[config.mk]
export PLATFORM = sky130hd
export DESIGN_NAME = clk_freq_sense
export DESIGN_NICKNAME = d
export VERILOG_FILES = /design/src/rtl/cfs_pkg.sv /design/src/rtl/cfs_ref_sync.sv /design/src/rtl/cfs_period_acc.sv /design/src/rtl/cfs_classify.sv /design/src/rtl/clk_freq_sense.sv
export SDC_FILE = /design/constraint.sdc
export NUM_CORES = 1
export LEC_CHECK = 0
export BUFFER_PORTS_ARGS = -buffer_cell sky130_fd_sc_hd__buf_2
export CAP_MARGIN = 20
export CORE_MARGIN = 1.5
export CORE_UTILIZATION = 62
export DETAILED_ROUTE_END_ITERATION = 16
export PLACE_DENSITY_LB_ADDON = 0.2
export SLEW_MARGIN = 20
export SYNTH_ARGS = -nofsm -noshare
export SYNTH_HDL_FRONTEND = slang
export SYNTH_SLANG_ARGS = --single-unit
[constraint.sdc]
create_clock -name clk -period 5.18 [get_ports clk]
set_clock_uncertainty 0.2 [all_clocks]
set_input_delay 0.259 -clock clk [delete_from_list [all_inputs] [get_ports clk]]
set_output_delay 0.259 -clock clk [all_outputs]
set_load 0.01 [all_outputs]
[src/rtl/cfs_pkg.sv]
package cfs_pkg;
  typedef enum logic [1:0] {
    FC_UNKNOWN = 2'd0,
    FC_19M2    = 2'd1,
    FC_20M     = 2'd2,
    FC_27M     = 2'd3
  } fcode_e;

  typedef enum logic [1:0] {
    S_IDLE = 2'd0,
    S_ARM  = 2'd1,
    S_RUN  = 2'd2
  } mstate_e;
endpackage

[src/rtl/cfs_ref_sync.sv]
module cfs_ref_sync #(
  parameter int STAGES = 2
) (
  input  logic clk,
  input  logic rst_n,
  input  logic ref_async,
  output logic ref_rise
);
  logic [STAGES-1:0] sync_q;
  logic              last_q;

  always_ff @(posedge clk) begin
    if (!rst_n) begin
      sync_q <= '0;
      last_q <= 1'b0;
    end else begin
      sync_q <= {sync_q[STAGES-2:0], ref_async};
      last_q <= sync_q[STAGES-1];
    end
  end

  assign ref_rise = sync_q[STAGES-1] & ~last_q;
endmodule

[src/rtl/cfs_period_acc.sv]
module cfs_period_acc
  import cfs_pkg::*;
#(
  parameter int CNT_W   = 12,
  parameter int N_PER   = 8,
  parameter int TIMEOUT = 2048
) (
  input  logic             clk,
  input  logic             rst_n,
  input  logic             start,
  input  logic             ref_rise,
  output logic             done,
  output logic             timed_out,
  output logic [CNT_W-1:0] mean
);
  localparam int LOG2N = $clog2(N_PER);
  localparam int ACC_W = CNT_W + LOG2N;
  localparam int TW    = $clog2(TIMEOUT + 1);
  localparam int PW    = LOG2N + 1;

  mstate_e          state;
  logic [CNT_W-1:0] free_cnt;
  logic [CNT_W-1:0] last_cap;
  logic [ACC_W-1:0] acc;
  logic [PW-1:0]    nper;
  logic [TW-1:0]    idle_cnt;
  logic [CNT_W-1:0] diff;
  logic [ACC_W-1:0] acc_next;
  logic             idle_hit;

  assign diff     = free_cnt - last_cap;
  assign acc_next = acc + ACC_W'(diff);
  assign idle_hit = (idle_cnt == TW'(TIMEOUT - 1));

  always_ff @(posedge clk) begin
    if (!rst_n) free_cnt <= '0;
    else        free_cnt <= free_cnt + 1'b1;
  end

  always_ff @(posedge clk) begin
    if (!rst_n) begin
      state     <= S_IDLE;
      last_cap  <= '0;
      acc       <= '0;
      nper      <= '0;
      idle_cnt  <= '0;
      done      <= 1'b0;
      timed_out <= 1'b0;
      mean      <= '0;
    end else begin
      done <= 1'b0;
      if (start) begin
        state    <= S_ARM;
        acc      <= '0;
        nper     <= '0;
        idle_cnt <= '0;
      end else begin
        case (state)
          S_ARM: begin
            if (ref_rise) begin
              last_cap <= free_cnt;
              idle_cnt <= '0;
              state    <= S_RUN;
            end else if (idle_hit) begin
              done      <= 1'b1;
              timed_out <= 1'b1;
              mean      <= '0;
              state     <= S_IDLE;
            end else begin
              idle_cnt <= idle_cnt + 1'b1;
            end
          end
          S_RUN: begin
            if (ref_rise) begin
              last_cap <= free_cnt;
              idle_cnt <= '0;
              acc      <= acc_next;
              if (nper == PW'(N_PER - 1)) begin
                done      <= 1'b1;
                timed_out <= 1'b0;
                mean      <= acc_next[ACC_W-1:LOG2N];
                state     <= S_IDLE;
              end else begin
                nper <= nper + 1'b1;
              end
            end else if (idle_hit) begin
              done      <= 1'b1;
              timed_out <= 1'b1;
              mean      <= '0;
              state     <= S_IDLE;
            end else begin
              idle_cnt <= idle_cnt + 1'b1;
            end
          end
          default: state <= S_IDLE;
        endcase
      end
    end
  end

  AST_NPER_BOUND: assert property (@(posedge clk) disable iff (!rst_n)
    (state == S_RUN) |-> (nper < PW'(N_PER)));
  AST_DONE_IDLE: assert property (@(posedge clk) disable iff (!rst_n)
    done |-> (state == S_IDLE));
endmodule

[src/rtl/cfs_classify.sv]
module cfs_classify
  import cfs_pkg::*;
#(
  parameter int W     = 12,
  parameter int LO    = 574,
  parameter int MID_A = 598,
  parameter int MID_B = 717,
  parameter int HI    = 931
) (
  input  logic [W-1:0] cnt,
  output fcode_e       code
);
  always_comb begin
    if (cnt < W'(LO) || cnt >= W'(HI)) code = FC_UNKNOWN;
    else if (cnt < W'(MID_A))          code = FC_19M2;
    else if (cnt < W'(MID_B))          code = FC_20M;
    else                               code = FC_27M;
  end
endmodule

[src/rtl/clk_freq_sense.sv]
module clk_freq_sense
  import cfs_pkg::*;
#(
  parameter int CNT_W   = 12,
  parameter int N_PER   = 8,
  parameter int TIMEOUT = 2048,
  parameter int LO      = 574,
  parameter int MID_A   = 598,
  parameter int MID_B   = 717,
  parameter int HI      = 931
) (
  input  logic             clk,
  input  logic             rst_n,
  input  logic             ref_in,
  input  logic             start,
  output logic [CNT_W-1:0] meas_count,
  output logic [1:0]       freq_code,
  output logic             meas_valid
);
  logic             ref_rise;
  logic             acc_done;
  logic             acc_tmo;
  logic [CNT_W-1:0] acc_mean;
  fcode_e           cls_code;

  cfs_ref_sync #(.STAGES(2)) u_sync (
    .clk(clk), .rst_n(rst_n), .ref_async(ref_in), .ref_rise(ref_rise)
  );

  cfs_period_acc #(.CNT_W(CNT_W), .N_PER(N_PER), .TIMEOUT(TIMEOUT)) u_acc (
    .clk(clk), .rst_n(rst_n), .start(start), .ref_rise(ref_rise),
    .done(acc_done), .timed_out(acc_tmo), .mean(acc_mean)
  );

  cfs_classify #(.W(CNT_W), .LO(LO), .MID_A(MID_A), .MID_B(MID_B), .HI(HI)) u_cls (
    .cnt(acc_mean), .code(cls_code)
  );

  always_ff @(posedge clk) begin
    if (!rst_n) begin
      meas_valid <= 1'b0;
      meas_count <= '0;
      freq_code  <= FC_UNKNOWN;
    end else begin
      meas_valid <= acc_done;
      if (acc_done) begin
        meas_count <= acc_tmo ? '0 : acc_mean;
        freq_code  <= acc_tmo ? FC_UNKNOWN : cls_code;
      end
    end
  end

  AST_VALID_ONE_CYCLE: assert property (@(posedge clk) disable iff (!rst_n)
    meas_valid |=> !meas_valid);
  AST_KNOWN_IN_WINDOW: assert property (@(posedge clk) disable iff (!rst_n)
    (meas_valid && freq_code != FC_UNKNOWN) |->
      (meas_count >= CNT_W'(LO) && meas_count < CNT_W'(HI)));
  AST_TIMEOUT_ZERO: assert property (@(posedge clk) disable iff (!rst_n)
    (meas_valid && meas_count == '0) |-> (freq_code == FC_UNKNOWN));
endmodule

Word level (Yosys, flattened, before mapping)
Index checks and enable logic that the tools add are counted.
{ "classes": {"addsub": 5, "order_cmp": 4, "eq_ne": 8, "n_mux": 28, "bitwise_logic": 5, "n_reduce_logical": 9} }
{ "op_table": {"columns": ["operator", "count"], "rows": [
  ["$mux 12", 7],
  ["$lt 12x10->1 const B", 3],
  ["$add 12x1->12 const B", 2],
  ["$pmux 12 s2", 1],
  ["$add 15x12->15", 1],
  ["$mux 2", 7],
  ["$eq 12x11->1 const B", 1],
  ["$ge 12x10->1 const B", 1],
  ["$sub 12x12->12", 1],
  ["$mux 1", 10],
  ["$reduce_and 3->1", 2],
  ["$add 4x1->4 const B", 1],
  ["$eq 4x3->1 const B", 1],
  ["$ne 2x2->1 const B", 2],
  ["$ne 4x3->1 const B", 1],
  ["$not 1->1", 4],
  ["$pmux 1 s2", 2],
  ["$pmux 2 s2", 1],
  ["$reduce_and 2->1", 2],
  ["$reduce_and 4->1", 1],
  ["$reduce_or 2->1", 2],
  ["$ne 3x2->1 const B", 1],
  ["$eq 2x1->1 const B", 1],
  ["$eq 2x2->1 const B", 1],
  ["3 further kinds", 3]
]} }
{ "word_totals": {"ff_bits": 89, "out_inout_bits": 15, "wordCells": 74} }

Depth between registers and ports, before layout
Gate-level depths: netlist of the first run.
{ "logic_depth": {"word_depth": 5, "depth_mapped": 17, "depth_no_buf": 17} }

Hierarchy
A second synthesis of the first run with hierarchy kept.
{ "hier_totals": {"cells_unflattened": 555, "hier_area_um2": 4834.6} }
{ "modules_own_cells": {"columns": ["module", "n_inst", "cells_each", "area_per_inst_um2", "seq_area_each_um2"], "rows": [
  ["cfs_period_acc", 1, 463, 4021.4, 1421.4],
  ["clk_freq_sense", 1, 64, 590.6, 300.3],
  ["cfs_classify", 1, 21, 130.1, 0.0],
  ["cfs_ref_sync", 1, 7, 92.6, 60.1]
]} }

Worst setup path before layout of the first run
Ideal clock, no wire load.
{ "synth_path": {"path_kind": "register to register", "startpoint": "register u_acc.last_cap[1]", "endpoint": "register u_acc.acc[14]", "setup_ps": 128, "t_arrival_ps": 3321, "setup_slack_ps": 1531, "path_stages_with_launch": 16, "path_buffers": 0, "synth_period_minus_slack_ps": 3649, "path_cell_list": "dfxtp_1 -> inv_1 -> ha_1 -> nor2b_1 -> o31a_1 -> or4_1 -> a21oi_1 -> mux2i_1 -> o2111ai_1 -> ha_1 -> nand3_1 -> nor3_1 -> a21oi_1 -> nor4_1 -> xnor2_1 -> nor2_1"} }
{ "synth_between": {"elab_chain_len": 2} }
{ "synth_lines": {"columns": ["item", "line_no", "text"], "rows": [
  ["start, declared", "cfs_period_acc.sv:23", "logic [CNT_W-1:0] last_cap;"],
  ["start signal, assigned", "cfs_period_acc.sv:61", "last_cap <= free_cnt;"],
  ["start signal, assigned", "cfs_period_acc.sv:75", "last_cap <= free_cnt;"],
  ["$sub 12x12->12", "cfs_period_acc.sv:31", "assign diff = free_cnt - last_cap;"],
  ["$add 15x12->15", "cfs_period_acc.sv:32", "assign acc_next = acc + ACC_W'(diff);"],
  ["end signal, assigned", "cfs_period_acc.sv:77", "acc <= acc_next;"],
  ["end, declared", "cfs_period_acc.sv:24", "logic [ACC_W-1:0] acc;"]
]} }
No other way between the ends.
A chain may end at the register's enable or synchronous reset.

Worst setup path in the final report of the first run
{ "layout_path": {"startpoint": "register u_acc.free_cnt[0]", "endpoint": "register u_acc.acc[14]"} }
{ "layout_between": {"elab_chain_len": 2} }
{ "layout_lines": {"columns": ["item", "line_no", "text"], "rows": [
  ["start, declared", "cfs_period_acc.sv:22", "logic [CNT_W-1:0] free_cnt;"],
  ["start signal, assigned", "cfs_period_acc.sv:37", "else free_cnt <= free_cnt + 1'b1;"],
  ["$sub 12x12->12", "cfs_period_acc.sv:31", null],
  ["$add 15x12->15", "cfs_period_acc.sv:32", null]
]} }
No other way between the ends.

==> results.json, run 1 <==
{
  "grt_pass1_wl_um": 17900,
  "synth_edf_count": 0,
  "grt-busiest-layer": "met2",
  "r2r-end": "u_acc.acc[14]",
  "synthTopCellsByArea": "dfxtp_1 (37%), ha_1 (7.9%), a21oi_1 (6.5%)",
  "hold_path_end": "u_acc.state[0]",
  "nets": 619,
  "die_y_um": 90.6,
  "die_x_um": 90.6,
  "rsz0062_at_grt": "false",
  "fillCellCount": 613,
  "synthCells": 569,
  "cts_hold_buf": 1,
  "use_met2_pct": 46.9,
  "firstDrtPassIters": 5,
  "grt_antenna_before_repair": 0,
  "finalCritPeriodShare_pct": 79.7,
  "hpwl_um": 7500,
  "drt-initial-drc-count": 121,
  "fmax_mhz": 242,
  "dieArea_mm2": 0.00821,
  "hold_class": "input pin to register",
  "reg2regPathDepth": 17,
  "crit_fanout": 5,
  "tns_ps": 0,
  "p_leak_uw": 0.00188,
  "root_buffer": "clkbuf_8",
  "cp_slowest_cell": "a2111oi_0",
  "yosys_register_bits": 89,
  "post-cts-setup-buffers": 0,
  "p_per_area_mw_per_mm2": 259,
  "cts_tree": "done",
  "synth_area_per_cell_um2": 8.36,
  "htree_levels": 3,
  "synth_commonest_cells": "dfxtp_1 (89), nand2_1 (63), a21oi_1 (62)",
  "peakVddDrop_uv": 206,
  "regArea_mm2": 0.00178,
  "cts.clk_slew.worst_paths_ps": 90,
  "tightest_slew_ps": 997,
  "n_antenna_cell": 0,
  "cts.sinks": 89,
  "core.rowCount": 31,
  "crit_path_cell_trace": "inv_1 -> ha_1 -> inv_1 -> fa_1 -> a21oi_1 -> o21ai_0 -> a2111oi_0 -> o31ai_1 -> a21oi_1 -> xnor2_1 -> ha_1 -> nand3_1 -> nor3_1 -> a21oi_1 -> nor4_1 -> xnor2_1 -> nor2_1",
  "hold_violations": 0,
  "yosysTopAreaCell": "dfxtp_1",
  "synth_nets": 605,
  "reg2reg_from": "u_acc.free_cnt[0]",
  "drc": 0,
  "pre_cts_ws_ps": 1150,
  "synth_ff_type": "dfxtp_1",
  "cp_num_buf_inv": 2,
  "grt-ovfl-total": 0,
  "met1_usage_pct": 31.3,
  "r2r_slack_ps": 1050,
  "crit_required_ps": 5200,
  "timing.max_slew.rel_slack_pct": 33.5,
  "outcome": "complete, no violations",
  "drive_gt1_share_pct": 7.99,
  "io_pins": 19,
  "netlist_area_mm2": 0.00476,
  "finalWeightedCongestion": 0.938,
  "ys_seq_area_share_pct": 37.4,
  "drtAntennaViolNets": 0,
  "wl_per_cell_um": 15.0,
  "grt_pass1_vias": 3939,
  "initial_core_util_pct": 64.9,
  "cts_buffers": 9,
  "via_count": 4033,
  "crit_type": "register to register",
  "clk_path_buf_depth": 2,
  "coreArea_mm2": 0.00733,
  "synth-async-reset-ratio_pct": 0,
  "cp-end-kind": "register",
  "min_path_cells": 3,
  "ys_warn_count": 0,
  "multi_input_area_mm2": 0.00280,
  "synth_top_area_share_pct": 37.4,
  "setup_viol": 0,
  "cp_top_family": "compound AO/OA/AOI/OAI gates",
  "routed_wl_um": 10300,
  "worstHoldStart": "start",
  "hold_slack_ps": 55.4,
  "area_growth_pct": 8.18,
  "setup_slack_ps": 1050,
  "ys_types": 63,
  "post_cts_resized": 0,
  "clk_latency_ps": 360,
  "drv_slew": 0,
  "cp_common_cell": "a21oi_1",
  "min_period_ps": 4130,
  "grt_start_max_net_pins": 28,
  "routed_via_density": 5.87,
  "io_buffers": 18,
  "worstPathArrival_ps": 4150,
  "met3_usage_pct": 4.97,
  "startpoint_type": "register",
  "yosysMostFrequentCell": "dfxtp_1",
  "grt_usage_pct": 26.5,
  "drv_cap": 0,
  "cp_slowest_stage_delay_ps": 540
}
[per-stage QoR]
| step | total power (uW) | cell area [um2] | utilization (%) | instances |
|---|---|---|---|---|
| 2_1_floorplan | 786 | 4760 | - | 569 |
| 3_3_place_gp | 809 | 4910 | 67.0 | 670 |
| 3_5_place_dp | 812 | 4910 | 67.0 | 670 |
| 4_1_cts | 1340 | 5150 | 70.2 | 687 |
| 5_1_grt | 1380 | 5150 | 70.2 | 687 |
| 6_report | 1330 | 5150 | 70.2 | 687 |
[layer usage]
metal | wire, um | part of all wire (%) | up-vias
met1 | 4590 | 45 | 1868
met2 | 5030 | 49 | 89
met5 | 0 | 0 | -
met3 | 364 | 3.5 | 31
met4 | 308 | 3.0 | 0
li1 | - | - | 2045
[worst max-delay path by stage]
stage	start	to	slack, ps	cells past startpoint
after floorplan	u_acc.last_cap[1]	u_acc.acc[14]	1530	15
after global placement	u_acc.free_cnt[0]	u_acc.acc[14]	1200	17
after detailed placement	u_acc.free_cnt[0]	u_acc.acc[14]	1150	17
after CTS	u_acc.free_cnt[0]	u_acc.acc[14]	1030	17
after global routing	u_acc.free_cnt[0]	u_acc.acc[14]	680	17
final	u_acc.free_cnt[0]	u_acc.acc[14]	1050	17
[layout make-up]
type | instances | share of cell area, %
Multi-Input combinational cell | 435 | 54.4
Clock inverter | 7 | 1.94
Inverter | 26 | 1.90
Tap cell | 99 | 2.41
Sequential cell | 89 | 34.6
Timing Repair Buffer | 22 | 2.38
Clock buffer | 9 | 2.41
[worst reg2reg max path, delay by kind of cell, from the launching register on]
| family | cells | cell delay [ps] |
|---|---|---|
| buffers and inverters | 2 | 130 |
| adder cells (fa/ha/maj) | 3 | 910 |
| flip-flops | 1 | 360 |
| XOR/XNOR | 2 | 260 |
| AND/OR/NAND/NOR | 4 | 760 |
| AO/OA/AOI/OAI | 6 | 1370 |
[kinds of logic (layout without fill, tap and decap cells)]
| kind of cell | count (synthesis) | after routing | share of synthesized area [%] |
|---|---|---|---|
| DFF | 89 | 89 | 37.4 |
| and+or+nand+nor | 212 | 212 | 22.7 |
| xor gates and xnor gates | 38 | 38 | 6.99 |
| adders and majority gates | 32 | 32 | 8.73 |
| muxes | 2 | 2 | 0.421 |
| AOI/OAI and AO/OA | 151 | 151 | 19.9 |
| buffers and inverters | 45 | 64 | 3.76 |
[placed cells by master, fill, tap and decap left out, types with 18 or more instances in the layout]
cell	synthesis	routed
dfxtp_1	89	89
nand2_1	63	63
a21oi_1	62	62
nor2_1	48	48
ha_1	30	30
inv_1	26	26
xnor2_1	23	23
o21ai_0	20	20
nand3_1	18	18
buf_2	2	18
[state kept, by name, indices dropped and copies added (netlist names)]
name,count
u_sync.last_q,1
u_acc.nper,4
u_acc.acc,15
meas_valid,1
u_acc.state,2
u_acc.done,1
u_acc.mean,12
u_acc.last_cap,12
u_acc.free_cnt,12
u_acc.timed_out,1
meas_count,12
u_acc.idle_cnt,12
u_sync.sync_q,2
freq_code,2
[report_power, final]
part | internal [uW] | total (uW) | switching, uW
clock | 276 | 534 | 258
sequential | 687 | 692 | 4.44
combinational | 39.0 | 107 | 67.8
No activity file was read; power rests on OpenSTA's default activity.
==> run 2, diff against run 1 <==
Settings changed: CORE_UTILIZATION 62 to 56.
Clock period 5.18 ns to 3.3 ns, I/O delays scaled along.
==> results.json, run 2 (synthesis gave the netlist of run 1 again) <==
{
  "grt_usage_pct": 25.4,
  "p_leak_uw": 0.00216,
  "clk_latency_ps": 370,
  "violations": "setup timing",
  "cts_buffers": 9,
  "drv_cap": 0,
  "crit_type": "register to register",
  "root_buffer": "clkbuf_8",
  "largest_reg_flops": 15,
  "p_per_area_mw_per_mm2": 380,
  "largest-register": "u_acc.acc",
  "p_comb_share_pct": 12.5,
  "grt-ovfl-total": 0,
  "cts_tree": "done",
  "pre_cts_ws_ps": -299,
  "layout_common_cells": "dfxtp_1 (84), nand2_1 (61), a21oi_1 (57), nor2_1 (46), buf_4 (42)",
  "timing.max_slew.rel_slack_pct": 58.7,
  "peakVddDrop_uv": 241,
  "io_pins": 19,
  "area_growth_pct": 22.7,
  "reg2reg_from": "u_acc.last_cap[1]",
  "drtAntennaViolNets": 0,
  "finalCritPeriodShare_pct": 108,
  "cp-end-kind": "register",
  "power.internal_uw": 1670,
  "grt_pass1_wl_um": 18100,
  "r2r_slack_ps": -250,
  "routed_via_density": 5.71,
  "fmax_mhz": 282,
  "nets": 664,
  "setup_slack_ps": -248,
  "crit_required_ps": 3360,
  "crit_fanout": 4,
  "hold_class": "register to register",
  "swShare_pct": 24.8,
  "endpoint": "u_acc.mean[11]",
  "rsz0062_at_grt": "true",
  "htree_levels": 3,
  "sequentialPowerShare_pct": 48.9,
  "grt_antenna_before_repair": 0,
  "fillCellCount": 660,
  "core.rowCount": 33,
  "min_period_ps": 3550,
  "firstDrtPassIters": 4,
  "crit_path_start": "u_acc.last_cap[1]",
  "placed_cell_area_mm2": 0.00520,
  "drt-initial-drc-count": 166,
  "design_area_mm2": 0.00584,
  "outcome": "finished with violations",
  "initial_core_util_pct": 57.9,
  "via_count": 4216,
  "startpoint_type": "register",
  "routed_wl_um": 11100,
  "drive_gt1_share_pct": 22.6,
  "coreArea_mm2": 0.00822,
  "cts.sinks": 89,
  "die_y_um": 95.2,
  "finalWeightedCongestion": 0.943,
  "r2r-end": "u_acc.mean[11]",
  "power.share.clock_pct": 38.5,
  "final_common_cell": "dfxtp_1",
  "multi_input_area_mm2": 0.00311,
  "hpwl_um": 7830,
  "grt_start_max_net_pins": 28,
  "final_util_pct": 71.1,
  "drc": 0,
  "regArea_mm2": 0.00179,
  "dieArea_mm2": 0.00906,
  "setup_viol": 14,
  "grt_pass1_vias": 3957,
  "reg2regPathDepth": 16,
  "clk_path_buf_depth": 2,
  "cts.clk_slew.worst_paths_ps": 90,
  "n_antenna_cell": 0,
  "hold_violations": 0,
  "worstPathArrival_ps": 3600,
  "io_buffers": 18,
  "wl_per_cell_um": 15.1,
  "die_x_um": 95.2,
  "drv_slew": 0,
  "tightest_slew_ps": 618,
  "switching_power_uw": 550
}
## run 2: cell count changes in the layout (fill, tap and decap cells not counted), moves of 5 or more
cell and change:
buf_4 +39, ha_1 -8, ha_4 +6, a21oi_1 -5, dfxtp_1 -5, dfxtp_2 +5, o21ai_0 -5, o21ai_2 +5
## run 2: repair_timing
| action | in CTS | in global routing |
|---|---|---|
| gates resized for setup | 36 | 19 |
| pin swaps | 33 | 11 |
| hold endpoints to repair | 8 | 0 |
| hold buffers | 4 | 0 |
| buffers inserted | 12 | 2 |
| endpoints found under the setup margin | 14 | 19 |
## run 2: routing by layer
| metal | routed length, um | global-route usage (%) | up-vias |
|---|---|---|---|
| met5 | 0 | 0 | - |
| met4 | 210 | 9.20 | 0 |
| met3 | 325 | 4.31 | 19 |
| met2 | 5720 | 47.0 | 73 |
| met1 | 4890 | 28.9 | 1994 |
| li1 | - | - | 2130 |
## run 2: final cells by class
type / instances / area share [%]
clock buffer: 11 / 2.42
clock inverter: 5 / 1.48
inverter: 26 / 1.67
multi-input combinational: 435 / 53.3
sequential: 89 / 30.6
tap: 105 / 2.25
timing repair buffer: 67 / 8.21
## run 2: per-stage QoR
step	hold slack (ps)	TNS, ps	power (uW)	std cells
after floorplan	82.4	-471	1240	569
after global placement	178	-1660	1300	704
after detailed placement	182	-2700	1310	704
after CTS	248	-1600	2200	736
after global routing	268	-3960	2300	738
final	245	-2170	2220	738
## run 2: worst min path at each step
stage / from / end / slack (ps) / cells after the start
CTS: u_sync.sync_q[0] / u_sync.sync_q[1] / 250 / 1
finish: u_sync.sync_q[0] / u_sync.sync_q[1] / 240 / 1
global placement: ref_in / u_sync.sync_q[0] / 180 / 2
global route: u_sync.sync_q[0] / u_sync.sync_q[1] / 270 / 1
floorplan: start / u_acc.state[0] / 80 / 2
detailed placement: ref_in / u_sync.sync_q[0] / 180 / 2
## run 2: power by group through the flow
stage          Sequential [uW]  Combinational, uW  Clock, uW
2_1_floorplan             1110                133          0
3_3_place_gp              1110                197          0
3_5_place_dp              1110                201          0
4_1_cts                   1080                254        863
5_1_grt                   1090                298        913
6_report                  1080                278        854
## run 2: critical path, stage by stage, from the launching register on
cell and delay, ps:
dfxtp_2 340, inv_2 50, ha_4 220, nor2b_4 120, o31a_1 260, or4_4 440
a21oi_4 190, mux2i_1 220, o2111ai_2 170, buf_4 190, ha_4 270, a21oi_2 60
o221ai_2 230, a21oi_4 80, nor3_2 190, xnor2_1 140, o21ai_1 70
